**config.mk**
```make
export PLATFORM = sky130hd
export DESIGN_NAME = rx_window_ctrl
export DESIGN_NICKNAME = d
export VERILOG_FILES = /design/src/rtl/rxw_pkg.sv /design/src/rtl/rxw_cfg_shadow.sv /design/src/rtl/rxw_counters.sv /design/src/rtl/rxw_frame_fsm.sv /design/src/rtl/rx_window_ctrl.sv
export SDC_FILE = /design/constraint.sdc
export NUM_CORES = 1
export LEC_CHECK = 0
export ABC_AREA = 0
export ABC_CLOCK_PERIOD_IN_PS = 5430
export BUFFER_PORTS_ARGS = -buffer_cell sky130_fd_sc_hd__buf_2
export CAP_MARGIN = 20
export CORE_ASPECT_RATIO = 1.2
export CORE_UTILIZATION = 50
export DETAILED_ROUTE_END_ITERATION = 7
export PLACE_DENSITY = 0.79
export SYNTH_ARGS = -nofsm -noshare
export SYNTH_HDL_FRONTEND = slang
export SYNTH_HIERARCHICAL = 1
export SYNTH_SLANG_ARGS = --single-unit
```
**constraint.sdc**
```tcl
create_clock -name clk -period 5.43 [get_ports clk]
set_input_delay 1.086 -clock clk [delete_from_list [all_inputs] [get_ports clk]]
set_output_delay 1.086 -clock clk [all_outputs]
set_load 0.005 [all_outputs]
```
**src/rtl/rxw_pkg.sv**
```systemverilog
package rxw_pkg;

  typedef enum logic [1:0] {
    SMP_LEVEL = 2'd0,
    SMP_PULSE = 2'd1,
    SMP_SOFT  = 2'd2,
    SMP_RSVD  = 2'd3
  } smp_mode_e;

  typedef enum logic [1:0] {
    FR_IDLE = 2'd0,
    FR_WAIT = 2'd1,
    FR_RUN  = 2'd2
  } fr_state_e;

  typedef struct packed {
    logic valid;
    logic neg;
    logic start_inc;
    logic end_inc;
    logic by_len;
  } pulse_kind_t;

  // Submode table: low half positive pulses, high half negative; within each
  // group of six, k<4 are pulse-ended include/exclude pairs, k>=4 length-ended.
  function automatic pulse_kind_t decode_pulse(input logic [3:0] code);
    pulse_kind_t r;
    logic [3:0] k;
    r.valid = (code < 4'd12);
    r.neg   = (code >= 4'd6) && r.valid;
    k       = r.neg ? code - 4'd6 : code;
    r.by_len    = (k >= 4'd4);
    r.start_inc = r.by_len ? (k == 4'd4) : (k < 4'd2);
    r.end_inc   = ~k[0];
    return r;
  endfunction

endpackage

```
**src/rtl/rxw_cfg_shadow.sv**
```systemverilog
module rxw_cfg_shadow
  import rxw_pkg::*;
#(
  parameter int LEN_W = 16,
  parameter int TO_W  = 16,
  parameter int SEL_W = 4
) (
  input  logic             clk,
  input  logic             rst_n,
  input  logic             load,
  input  logic [1:0]       in_mode,
  input  logic             in_lvl_pol,
  input  logic [3:0]       in_submode,
  input  logic             in_eof_sel,
  input  logic [LEN_W-1:0] in_len,
  input  logic [SEL_W-1:0] in_sel,
  input  logic             in_to_en,
  input  logic [TO_W-1:0]  in_thresh,
  output smp_mode_e        sh_mode,
  output logic             sh_lvl_pol,
  output logic [3:0]       sh_submode,
  output logic             sh_eof_sel,
  output logic [LEN_W-1:0] sh_len,
  output logic [SEL_W-1:0] sh_sel,
  output logic             sh_to_en,
  output logic [TO_W-1:0]  sh_thresh
);

  localparam logic [TO_W-1:0] THRESH_RST = TO_W'(4095);

  always_ff @(posedge clk or negedge rst_n) begin
    if (!rst_n) begin
      sh_mode    <= SMP_LEVEL;
      sh_lvl_pol <= 1'b0;
      sh_submode <= '0;
      sh_eof_sel <= 1'b0;
      sh_len     <= '0;
      sh_sel     <= '1;
      sh_to_en   <= 1'b1;
      sh_thresh  <= THRESH_RST;
    end else if (load) begin
      sh_mode    <= smp_mode_e'(in_mode);
      sh_lvl_pol <= in_lvl_pol;
      sh_submode <= in_submode;
      sh_eof_sel <= in_eof_sel;
      sh_len     <= in_len;
      sh_sel     <= in_sel;
      sh_to_en   <= in_to_en;
      sh_thresh  <= in_thresh;
    end
  end

  AST_CFG_HOLD: assert property (@(posedge clk) disable iff (!rst_n)
    !load |=> ($stable(sh_mode) && $stable(sh_submode) && $stable(sh_len)
               && $stable(sh_sel) && $stable(sh_thresh) && $stable(sh_to_en)));

endmodule

```
**src/rtl/rxw_counters.sv**
```systemverilog
module rxw_counters #(
  parameter int LEN_W      = 16,
  parameter int TO_W       = 16,
  parameter int BEAT_BYTES = 2
) (
  input  logic             clk,
  input  logic             rst_n,
  input  logic             arm,
  input  logic             cap,
  input  logic             busy,
  input  logic [LEN_W-1:0] len,
  input  logic [TO_W-1:0]  thresh,
  output logic             len_hit,
  output logic             to_hit
);

  localparam int CNT_W = LEN_W + 2;
  localparam logic [CNT_W-1:0] STEP = CNT_W'(BEAT_BYTES);

  logic [CNT_W-1:0] bytes_q;
  logic [TO_W-1:0]  idle_q;

  always_ff @(posedge clk or negedge rst_n) begin
    if (!rst_n) begin
      bytes_q <= '0;
      idle_q  <= '0;
    end else if (arm) begin
      bytes_q <= '0;
      idle_q  <= '0;
    end else if (cap) begin
      bytes_q <= bytes_q + STEP;
      idle_q  <= '0;
    end else if (busy && (idle_q != '1)) begin
      idle_q  <= idle_q + 1'b1;
    end
  end

  assign len_hit = (bytes_q + STEP) >= CNT_W'(len);
  assign to_hit  = ({1'b0, idle_q} + 1'b1) >= {1'b0, thresh};

  AST_ARM_CLEARS: assert property (@(posedge clk) disable iff (!rst_n)
    arm |=> (bytes_q == '0) && (idle_q == '0));
  AST_CAP_RESTARTS_IDLE: assert property (@(posedge clk) disable iff (!rst_n)
    (cap && !arm) |=> (idle_q == '0));

endmodule

```
**src/rtl/rxw_frame_fsm.sv**
```systemverilog
module rxw_frame_fsm
  import rxw_pkg::*;
(
  input  logic      clk,
  input  logic      rst_n,
  input  logic      arm,
  input  logic      en_line,
  input  logic      sw_en,
  input  smp_mode_e mode,
  input  logic      lvl_pol,
  input  logic [3:0] submode,
  input  logic      eof_sel,
  input  logic      to_en,
  input  logic      len_hit,
  input  logic      to_hit,
  output logic      busy,
  output logic      cap,
  output logic      eof,
  output logic      err
);

  fr_state_e   st_q, st_d;
  logic        seen_q, seen_d;
  logic        qual;
  logic        hit;
  pulse_kind_t kind;

  assign kind = decode_pulse(submode);
  assign busy = (st_q != FR_IDLE);
  assign hit  = en_line ^ kind.neg;
  assign qual = (mode == SMP_LEVEL) ? (en_line ^ lvl_pol) : sw_en;

  always_comb begin
    st_d   = st_q;
    seen_d = seen_q;
    cap    = 1'b0;
    eof    = 1'b0;
    err    = 1'b0;
    if (arm) begin
      st_d   = FR_WAIT;
      seen_d = 1'b0;
    end else if (busy) begin
      unique case (mode)
        SMP_LEVEL, SMP_SOFT: begin
          cap = qual;
          eof = eof_sel ? (!qual && seen_q) : (qual && len_hit);
        end
        SMP_PULSE: begin
          if (st_q == FR_WAIT) begin
            if (kind.valid && hit) begin
              st_d = FR_RUN;
              cap  = kind.start_inc;
              eof  = kind.by_len && kind.start_inc && len_hit;
            end
          end else if (!kind.by_len && hit) begin
            cap = kind.end_inc;
            eof = 1'b1;
          end else begin
            cap = 1'b1;
            eof = kind.by_len && len_hit;
          end
        end
        default: ;
      endcase
      err = !cap && !eof && to_en && to_hit;
      if (cap) seen_d = 1'b1;
      if (eof || err) st_d = FR_IDLE;
    end
  end

  always_ff @(posedge clk or negedge rst_n) begin
    if (!rst_n) begin
      st_q   <= FR_IDLE;
      seen_q <= 1'b0;
    end else begin
      st_q   <= st_d;
      seen_q <= seen_d;
    end
  end

  AST_IDLE_QUIET: assert property (@(posedge clk) disable iff (!rst_n)
    (st_q == FR_IDLE || arm) |-> !(cap || eof || err));
  AST_END_TO_IDLE: assert property (@(posedge clk) disable iff (!rst_n)
    ((eof || err) && !arm) |=> (st_q == FR_IDLE));
  AST_ARM_WAITS: assert property (@(posedge clk) disable iff (!rst_n)
    arm |=> (st_q == FR_WAIT));

endmodule

```
**src/rtl/rx_window_ctrl.sv**
```systemverilog
module rx_window_ctrl
  import rxw_pkg::*;
#(
  parameter int BUS_W      = 16,
  parameter int LEN_W      = 16,
  parameter int TO_W       = 16,
  parameter int BEAT_BYTES = 2,
  parameter int SEL_W      = $clog2(BUS_W)
) (
  input  logic             clk,
  input  logic             rst_n,
  input  logic [BUS_W-1:0] data_in,
  input  logic             arm,
  input  logic             sw_en,
  input  logic             cfg_load,
  input  logic [1:0]       cfg_mode,
  input  logic             cfg_lvl_pol,
  input  logic [3:0]       cfg_submode,
  input  logic             cfg_eof_sel,
  input  logic [LEN_W-1:0] cfg_len,
  input  logic [SEL_W-1:0] cfg_en_sel,
  input  logic             cfg_to_en,
  input  logic [TO_W-1:0]  cfg_to_thresh,
  output logic             sample_en,
  output logic             eof,
  output logic             err_eof
);

  smp_mode_e        sh_mode;
  logic             sh_lvl_pol;
  logic [3:0]       sh_submode;
  logic             sh_eof_sel;
  logic [LEN_W-1:0] sh_len;
  logic [SEL_W-1:0] sh_sel;
  logic             sh_to_en;
  logic [TO_W-1:0]  sh_thresh;
  logic             en_line;
  logic             busy, len_hit, to_hit;

  rxw_cfg_shadow #(.LEN_W(LEN_W), .TO_W(TO_W), .SEL_W(SEL_W)) u_shadow (
    .clk(clk), .rst_n(rst_n), .load(cfg_load),
    .in_mode(cfg_mode), .in_lvl_pol(cfg_lvl_pol), .in_submode(cfg_submode),
    .in_eof_sel(cfg_eof_sel), .in_len(cfg_len), .in_sel(cfg_en_sel),
    .in_to_en(cfg_to_en), .in_thresh(cfg_to_thresh),
    .sh_mode(sh_mode), .sh_lvl_pol(sh_lvl_pol), .sh_submode(sh_submode),
    .sh_eof_sel(sh_eof_sel), .sh_len(sh_len), .sh_sel(sh_sel),
    .sh_to_en(sh_to_en), .sh_thresh(sh_thresh)
  );

  assign en_line = data_in[sh_sel];

  rxw_counters #(.LEN_W(LEN_W), .TO_W(TO_W), .BEAT_BYTES(BEAT_BYTES)) u_cnt (
    .clk(clk), .rst_n(rst_n), .arm(arm), .cap(sample_en), .busy(busy),
    .len(sh_len), .thresh(sh_thresh), .len_hit(len_hit), .to_hit(to_hit)
  );

  rxw_frame_fsm u_fsm (
    .clk(clk), .rst_n(rst_n), .arm(arm), .en_line(en_line), .sw_en(sw_en),
    .mode(sh_mode), .lvl_pol(sh_lvl_pol), .submode(sh_submode),
    .eof_sel(sh_eof_sel), .to_en(sh_to_en), .len_hit(len_hit), .to_hit(to_hit),
    .busy(busy), .cap(sample_en), .eof(eof), .err(err_eof)
  );

  AST_EOF_ERR_EXCL: assert property (@(posedge clk) disable iff (!rst_n)
    !(eof && err_eof));
  AST_ERR_NO_CAPTURE: assert property (@(posedge clk) disable iff (!rst_n)
    err_eof |-> !sample_en);
  AST_ERR_NEEDS_ENABLE: assert property (@(posedge clk) disable iff (!rst_n)
    err_eof |-> sh_to_en);

endmodule

```
## After elaboration in Yosys (flattened, before gate mapping)

Index checks and enable logic that the tools add are counted.
Widths: inputs -> output; s select.

| word-level totals | value |
|---|---|
| register bits after elaboration | 82 |
| input bits | 66 |
| output and inout bits | 3 |
| logic and storage cells | 98 |

| cells by class | value |
|---|---|
| add/subtract/negate cells | 4 |
| $lt $le $gt $ge | 7 |
| equal/unequal tests | 5 |
| muxes and demuxes | 38 |
| bitwise gates (word level) | 3 |
| reduce and logical (&&, ||, !) cells | 29 |

Operators with widths:

| operator | count |
|---|---|
| $mux 16 | 3 |
| $mux 18 | 2 |
| $mux 1 | 23 |
| $add 18x2->18 const B | 1 |
| $ge 18x16->1 | 1 |
| $add 16x1->17 const B | 1 |
| $ge 17x16->1 | 1 |
| $add 16x1->16 const B | 1 |
| $ne 16x16->1 const B | 1 |
| $logic_and 1x1->1 | 12 |
| $mux 2 | 6 |
| $reduce_bool 3->1 | 4 |
| $ge 4x3->1 const B | 2 |
| $reduce_bool 2->1 | 4 |
| $lt 4x5->1 const B | 1 |
| $bmux 1 s4 | 1 |
| $eq 2x1->1 const B | 2 |
| $eq 4x3->1 const B | 1 |
| $logic_not 1->1 | 4 |
| $lt 4x2->1 const B | 1 |
| $lt 4x4->1 const B | 1 |
| $mux 4 | 1 |
| $pmux 1 s2 | 2 |
| $reduce_and 4->1 | 1 |
| 8 further kinds | 9 |

## Longest topological paths before layout

| logic depth | value |
|---|---|
| depth after elaboration | 20 |
| depth in mapped cells | 16 |
| depth with buffers taken out | 16 |

## Modules after synthesis

Netlist, hierarchy kept.

By module, submodules not included:

| module | instances | cells an instance | area each (um^2) | sequential area each (um^2) |
|---|---|---|---|---|
| rxw_counters | 1 | 344 | 2919.0 | 825.8 |
| rxw_cfg_shadow | 1 | 95 | 1895.6 | 1147.4 |
| rxw_frame_fsm | 1 | 58 | 520.5 | 75.1 |
| rx_window_ctrl | 1 | 7 | 135.1 | 0.0 |

## Worst setup path before layout

Ideal clock, no wire load.

| path | value |
|---|---|
| kind | reg-to-output |
| start | reg u_cnt.bytes_q[1] |
| end | out err_eof |
| arrival | 3.318 ns |
| data required time | 4.344 ns |
| slack | 1.026 ns |
| stages on the path, launching flop included | 17 |
| buffers on the path | 0 |
| cells stage by stage | dfrtp_1 > ha_1 > nand3_1 > nor4_4 > nand3_1 > xnor2_1 > ha_1 > nand4_1 > nor2_1 > a21oi_1 > o41ai_1 > a211o_1 > and3b_1 > a311o_1 > a21oi_2 > o32ai_2 > nor3b_2 |

| between the ends | value |
|---|---|
| word-level cells in the longest chain between the ends | 14 |
| elaborated cells on any way between the ends | 18 |
| classes of those cells | add/sub: 1; order compare: 1; mux: 9; reduce/logical: 7 |

RTL lines:

| element | line | source |
|---|---|---|
| from (decl) | rxw_counters.sv:20 | `logic [CNT_W-1:0] bytes_q;` |
| from (signal assigned) | rxw_counters.sv:31 | `bytes_q <= bytes_q + STEP;` |
| $add 18x2->18 (*) | rxw_counters.sv:38 | `assign len_hit = (bytes_q + STEP) >= CNT_W'(len);` |
| $ge 18x16->1 (*) | rxw_counters.sv:38 |  |
| named net len_hit | rx_window_ctrl.sv:38 | `logic busy, len_hit, to_hit;` |
| $logic_and 1x1->1 (on tied branches) | rxw_frame_fsm.sv:60, rxw_frame_fsm.sv:53 |  |
| $mux 1 (on tied branches) | rxw_frame_fsm.sv:55, rxw_frame_fsm.sv:50 |  |
| $mux 1 | rxw_frame_fsm.sv:49 | `if (st_q == FR_WAIT) begin` |
| $pmux 1 s2 (*) | rxw_frame_fsm.sv:43 | `unique case (mode)` |
| $mux 1 (*) | rxw_frame_fsm.sv:42 | `end else if (busy) begin` |
| $mux 1 (*) | rxw_frame_fsm.sv:39 | `if (arm) begin` |
| $logic_not 1->1 (*) | rxw_frame_fsm.sv:65 | `err = !cap && !eof && to_en && to_hit;` |
| $logic_and 1x1->1 (*) (3 in a row) | rxw_frame_fsm.sv:65 |  |
| $mux 1 (*) | rxw_frame_fsm.sv:42 |  |
| $mux 1 (*) | rxw_frame_fsm.sv:39 |  |
| to (decl) | rx_window_ctrl.sv:26 | `output logic err_eof` |

The timed path passes the listed nets; every way through them passes the cells marked *. The select of a mux whose other input is x is not followed.

## Final worst setup path

Same ends and word-level chain as after synthesis.

==> impl_metrics.json <==
{
  "synth_top_flop_cell": "dfrtp_1",
  "grt_max_degree": 82,
  "clock_sinks": 81,
  "fillers": 882,
  "rr_startpoint": "u_shadow/sh_sel[0]",
  "fin_skew_ns": 0.005879,
  "startpoint_type": "flop",
  "drive_gt1_frac": 0.3076,
  "grt_pass1_wl_um": 18230,
  "clk_latency_ns": 0.34,
  "clock_path_buffers": 2,
  "leakage_nw": 2.994,
  "synth_top_area_share": 0.2928,
  "gp_congestion": 0.8816,
  "irDropWorstVdd_uv": 193.1,
  "crit_type": "flop to output port",
  "overflow": 0,
  "tightest_slew_ns": 0.8499,
  "cts.clk_slew.worst_paths_ns": 0.06,
  "syn-num-nets": 603,
  "synth_area_um2": 5470,
  "synth-seq-cells": 81,
  "synth_edf_count": 0,
  "htreeDepth": 3,
  "cts_tree": "yes",
  "min-delay-start": "u_fsm/seen_q",
  "post-route-period-util": 0.9446,
  "grt_use_total": 0.1997,
  "wl_per_cell_um": 15.30,
  "hold_path_class": "flop to flop",
  "hold_viol_final": 0,
  "avgViaCountPerCell": 5.573,
  "synth_top_area_cell": "dfrtp_1",
  "firstDrtPassIters": 4,
  "path_buf_inv": 1,
  "yosysSeqAreaShare": 0.3744,
  "core_area_um2": 10570,
  "die_h_um": 116.6,
  "slowest_stage": "dfrtp_1",
  "synthTopCellsByArea": "dfrtp_1 (29%), mux2_4 (11%), dfstp_2 (8.2%)",
  "initialDrtViolationCount": 149,
  "max_freq_mhz": 195.0,
  "ys_async_sr_fraction": 1.000,
  "critical_path.max_stage_delay_ns": 0.44,
  "setup_viol": 0,
  "min_period_ns": 5.129,
  "diodes": 0,
  "area_growth_pct": 12.21,
  "place_hpwl_um": 7620,
  "yosysUniqueCellTypes": 71,
  "outcome": "finished, final reports clean",
  "syn_inst": 504,
  "start_util": 0.5176,
  "slew_headroom": 0.4172,
  "cts_resized": 0,
  "drcViolationCount": 0,
  "postRouteAntennaNets": 0,
  "row_count": 41,
  "power_per_cell_area_nw_per_um2": 266.4,
  "dieArea_um2": 11360,
  "drt_wl_total_um": 10680,
  "grt_pass1_vias": 3939,
  "ys_warn_count": 6,
  "fin_nets": 663,
  "finalPower_w": 0.001636,
  "port_buffers": 68,
  "antenna_found_initial": 0,
  "finalMaxSlewViolations": 0,
  "pin_count": 69,
  "die_w_um": 97.49,
  "crit_family": "simple AND/OR/NAND/NOR gates",
  "via_count": 3890,
  "final_common_cell": "buf_2",
  "crit_arrival_ns": 4.04,
  "end_kind": "output port",
  "cts_made_buffers": 9,
  "final_cell_mix": "buf_2 (67), dfrtp_1 (64), nor2_1 (43)",
  "rsz0062_at_grt": "no",
  "cp_max_fo": 6,
  "setup_tns_ns": 0,
  "maxCapViolations": 0,
  "syn_area_per_cell_um2": 10.85,
  "post_cts_buffers": 0,
  "required_ns": 4.34,
  "worstSetupStartpoint": "u_cnt/bytes_q[1]",
  "cts_root_buf": "clkbuf_16",
  "crit_path_cell_trace": "ha_1 > nand3_1 > nor4_4 > nand3_1 > xnor2_1 > ha_1 > nand4_1 > nor2_1 > a21oi_1 > o41ai_1 > a211o_1 > and3b_1 > a311o_1 > a21oi_2 > o32ai_2 > nor3b_2 > buf_2"
}
cell type report:
type | count | area (µm²) | area share
well taps | 129 | 161.4 | 0.02629
clock inverters | 5 | 78.83 | 0.01284
repair buffers | 71 | 385.4 | 0.06278
flip-flops and latches | 81 | 2048 | 0.3337
inverters | 41 | 153.9 | 0.02507
multi-input cells | 360 | 3068 | 0.4998
clock buffers | 11 | 242.7 | 0.03954
per-layer routing:
| layer | up-vias | wire length [µm] | track usage | share of wire |
|---|---|---|---|---|
| met1 | 1877 | 4540 | 0.2403 | 0.43 |
| met2 | 104 | 5378 | 0.3501 | 0.50 |
| met3 | 23 | 443 | 0.03710 | 0.041 |
| li1 | 1886 | - | - | - |
| met4 | 0 | 318 | 0.09118 | 0.030 |
| met5 | - | 0 | 0 | 0 |
per-stage QoR:
stage | util | worst slack, ns | hold slack (ns) | instance area [µm²] | cells
2_1_floorplan | - | 1.026 | 0.4560 | 5470 | 504
6_report | 0.5809 | 0.3008 | 0.4933 | 6138 | 698
3_3_place_gp | 0.5478 | 0.7441 | 0.4744 | 5789 | 681
5_1_grt | 0.5809 | 0.02885 | 0.5070 | 6138 | 698
3_5_place_dp | 0.5478 | 0.6006 | 0.4739 | 5789 | 681
4_1_cts | 0.5783 | 0.2110 | 0.4923 | 6111 | 697
state kept, by name, indices dropped and copies added (netlist names):
register,cells
u_shadow/sh_sel,4
u_shadow/sh_submode,4
u_fsm/seen_q,1
u_shadow/sh_len,16
u_cnt/idle_q,16
u_shadow/sh_eof_sel,1
u_cnt/bytes_q,17
u_shadow/sh_mode,2
u_shadow/sh_thresh,16
u_fsm/st_q,2
u_shadow/sh_lvl_pol,1
u_shadow/sh_to_en,1
path summary, 6_finish.rpt:
path                                     endpoint  slack (ns)  cells past startpoint
hold reg to reg                      u_fsm/seen_q        0.49                      1
min in group asynchronous  u_shadow/sh_submode[0]        0.71                      1
setup / recovery                          err_eof        0.30                     17
max in group asynchronous   u_shadow/sh_thresh[9]        4.08                      2
hold / removal                       u_fsm/seen_q        0.49                      1
setup reg to reg                  u_cnt/idle_q[8]        1.66                     11
cells by family after synthesis:
logic type,share of synthesized area
buffers and inverters,0.06473
xor gates and xnor gates,0.08966
AOI/OAI and AO/OA,0.07937
DFF,0.3744
adders and majority gates,0.07548
and+or+nand+nor,0.1633
muxes,0.1530
cell usage after synthesis, types with 3 or more instances:
cell type and n:
or3_1 4, mux2i_1 6, and3_1 3, o211ai_1 10, mux2_2 5, nand3_1 14, xnor2_1 24, nor2_1 43
nand2_1 25, buf_6 5, a211oi_1 3, ha_1 33, a21oi_1 17, inv_1 40, xor2_1 32, o21ai_0 9
clkbuf_1 7, nand4_1 17, or2_2 3, nand2b_1 4, nor3_1 6, dfrtp_1 64, mux2_4 41, a21oi_2 3
mux4_1 4, dfstp_2 17, buf_12 4, nor2b_1 4
power breakdown:
part           switching (W)  internal [W]
sequential         0.0000442      0.000658
combinational       0.000141      0.000144
clock               0.000234      0.000414
worst register-to-register path, stage by stage, from the launching register on:
cell and delay [ns]:
dfstp_2 0.60, mux4_1 0.57, mux2i_1 0.14, mux2i_1 0.29, or4bb_1 0.56, a21oi_1 0.15, o31a_1 0.19, a21oi_1 0.10
nor2_1 0.28, buf_4 0.32, or2_2 0.35, nor2_1 0.10
timing repair:
item / 4_1_cts / 5_1_grt
hold buffers: 0 / 0
endpoints found under the setup margin: 0 / 2
hold endpoints to repair: 0 / 0
(Power assumes the default switching activity.)
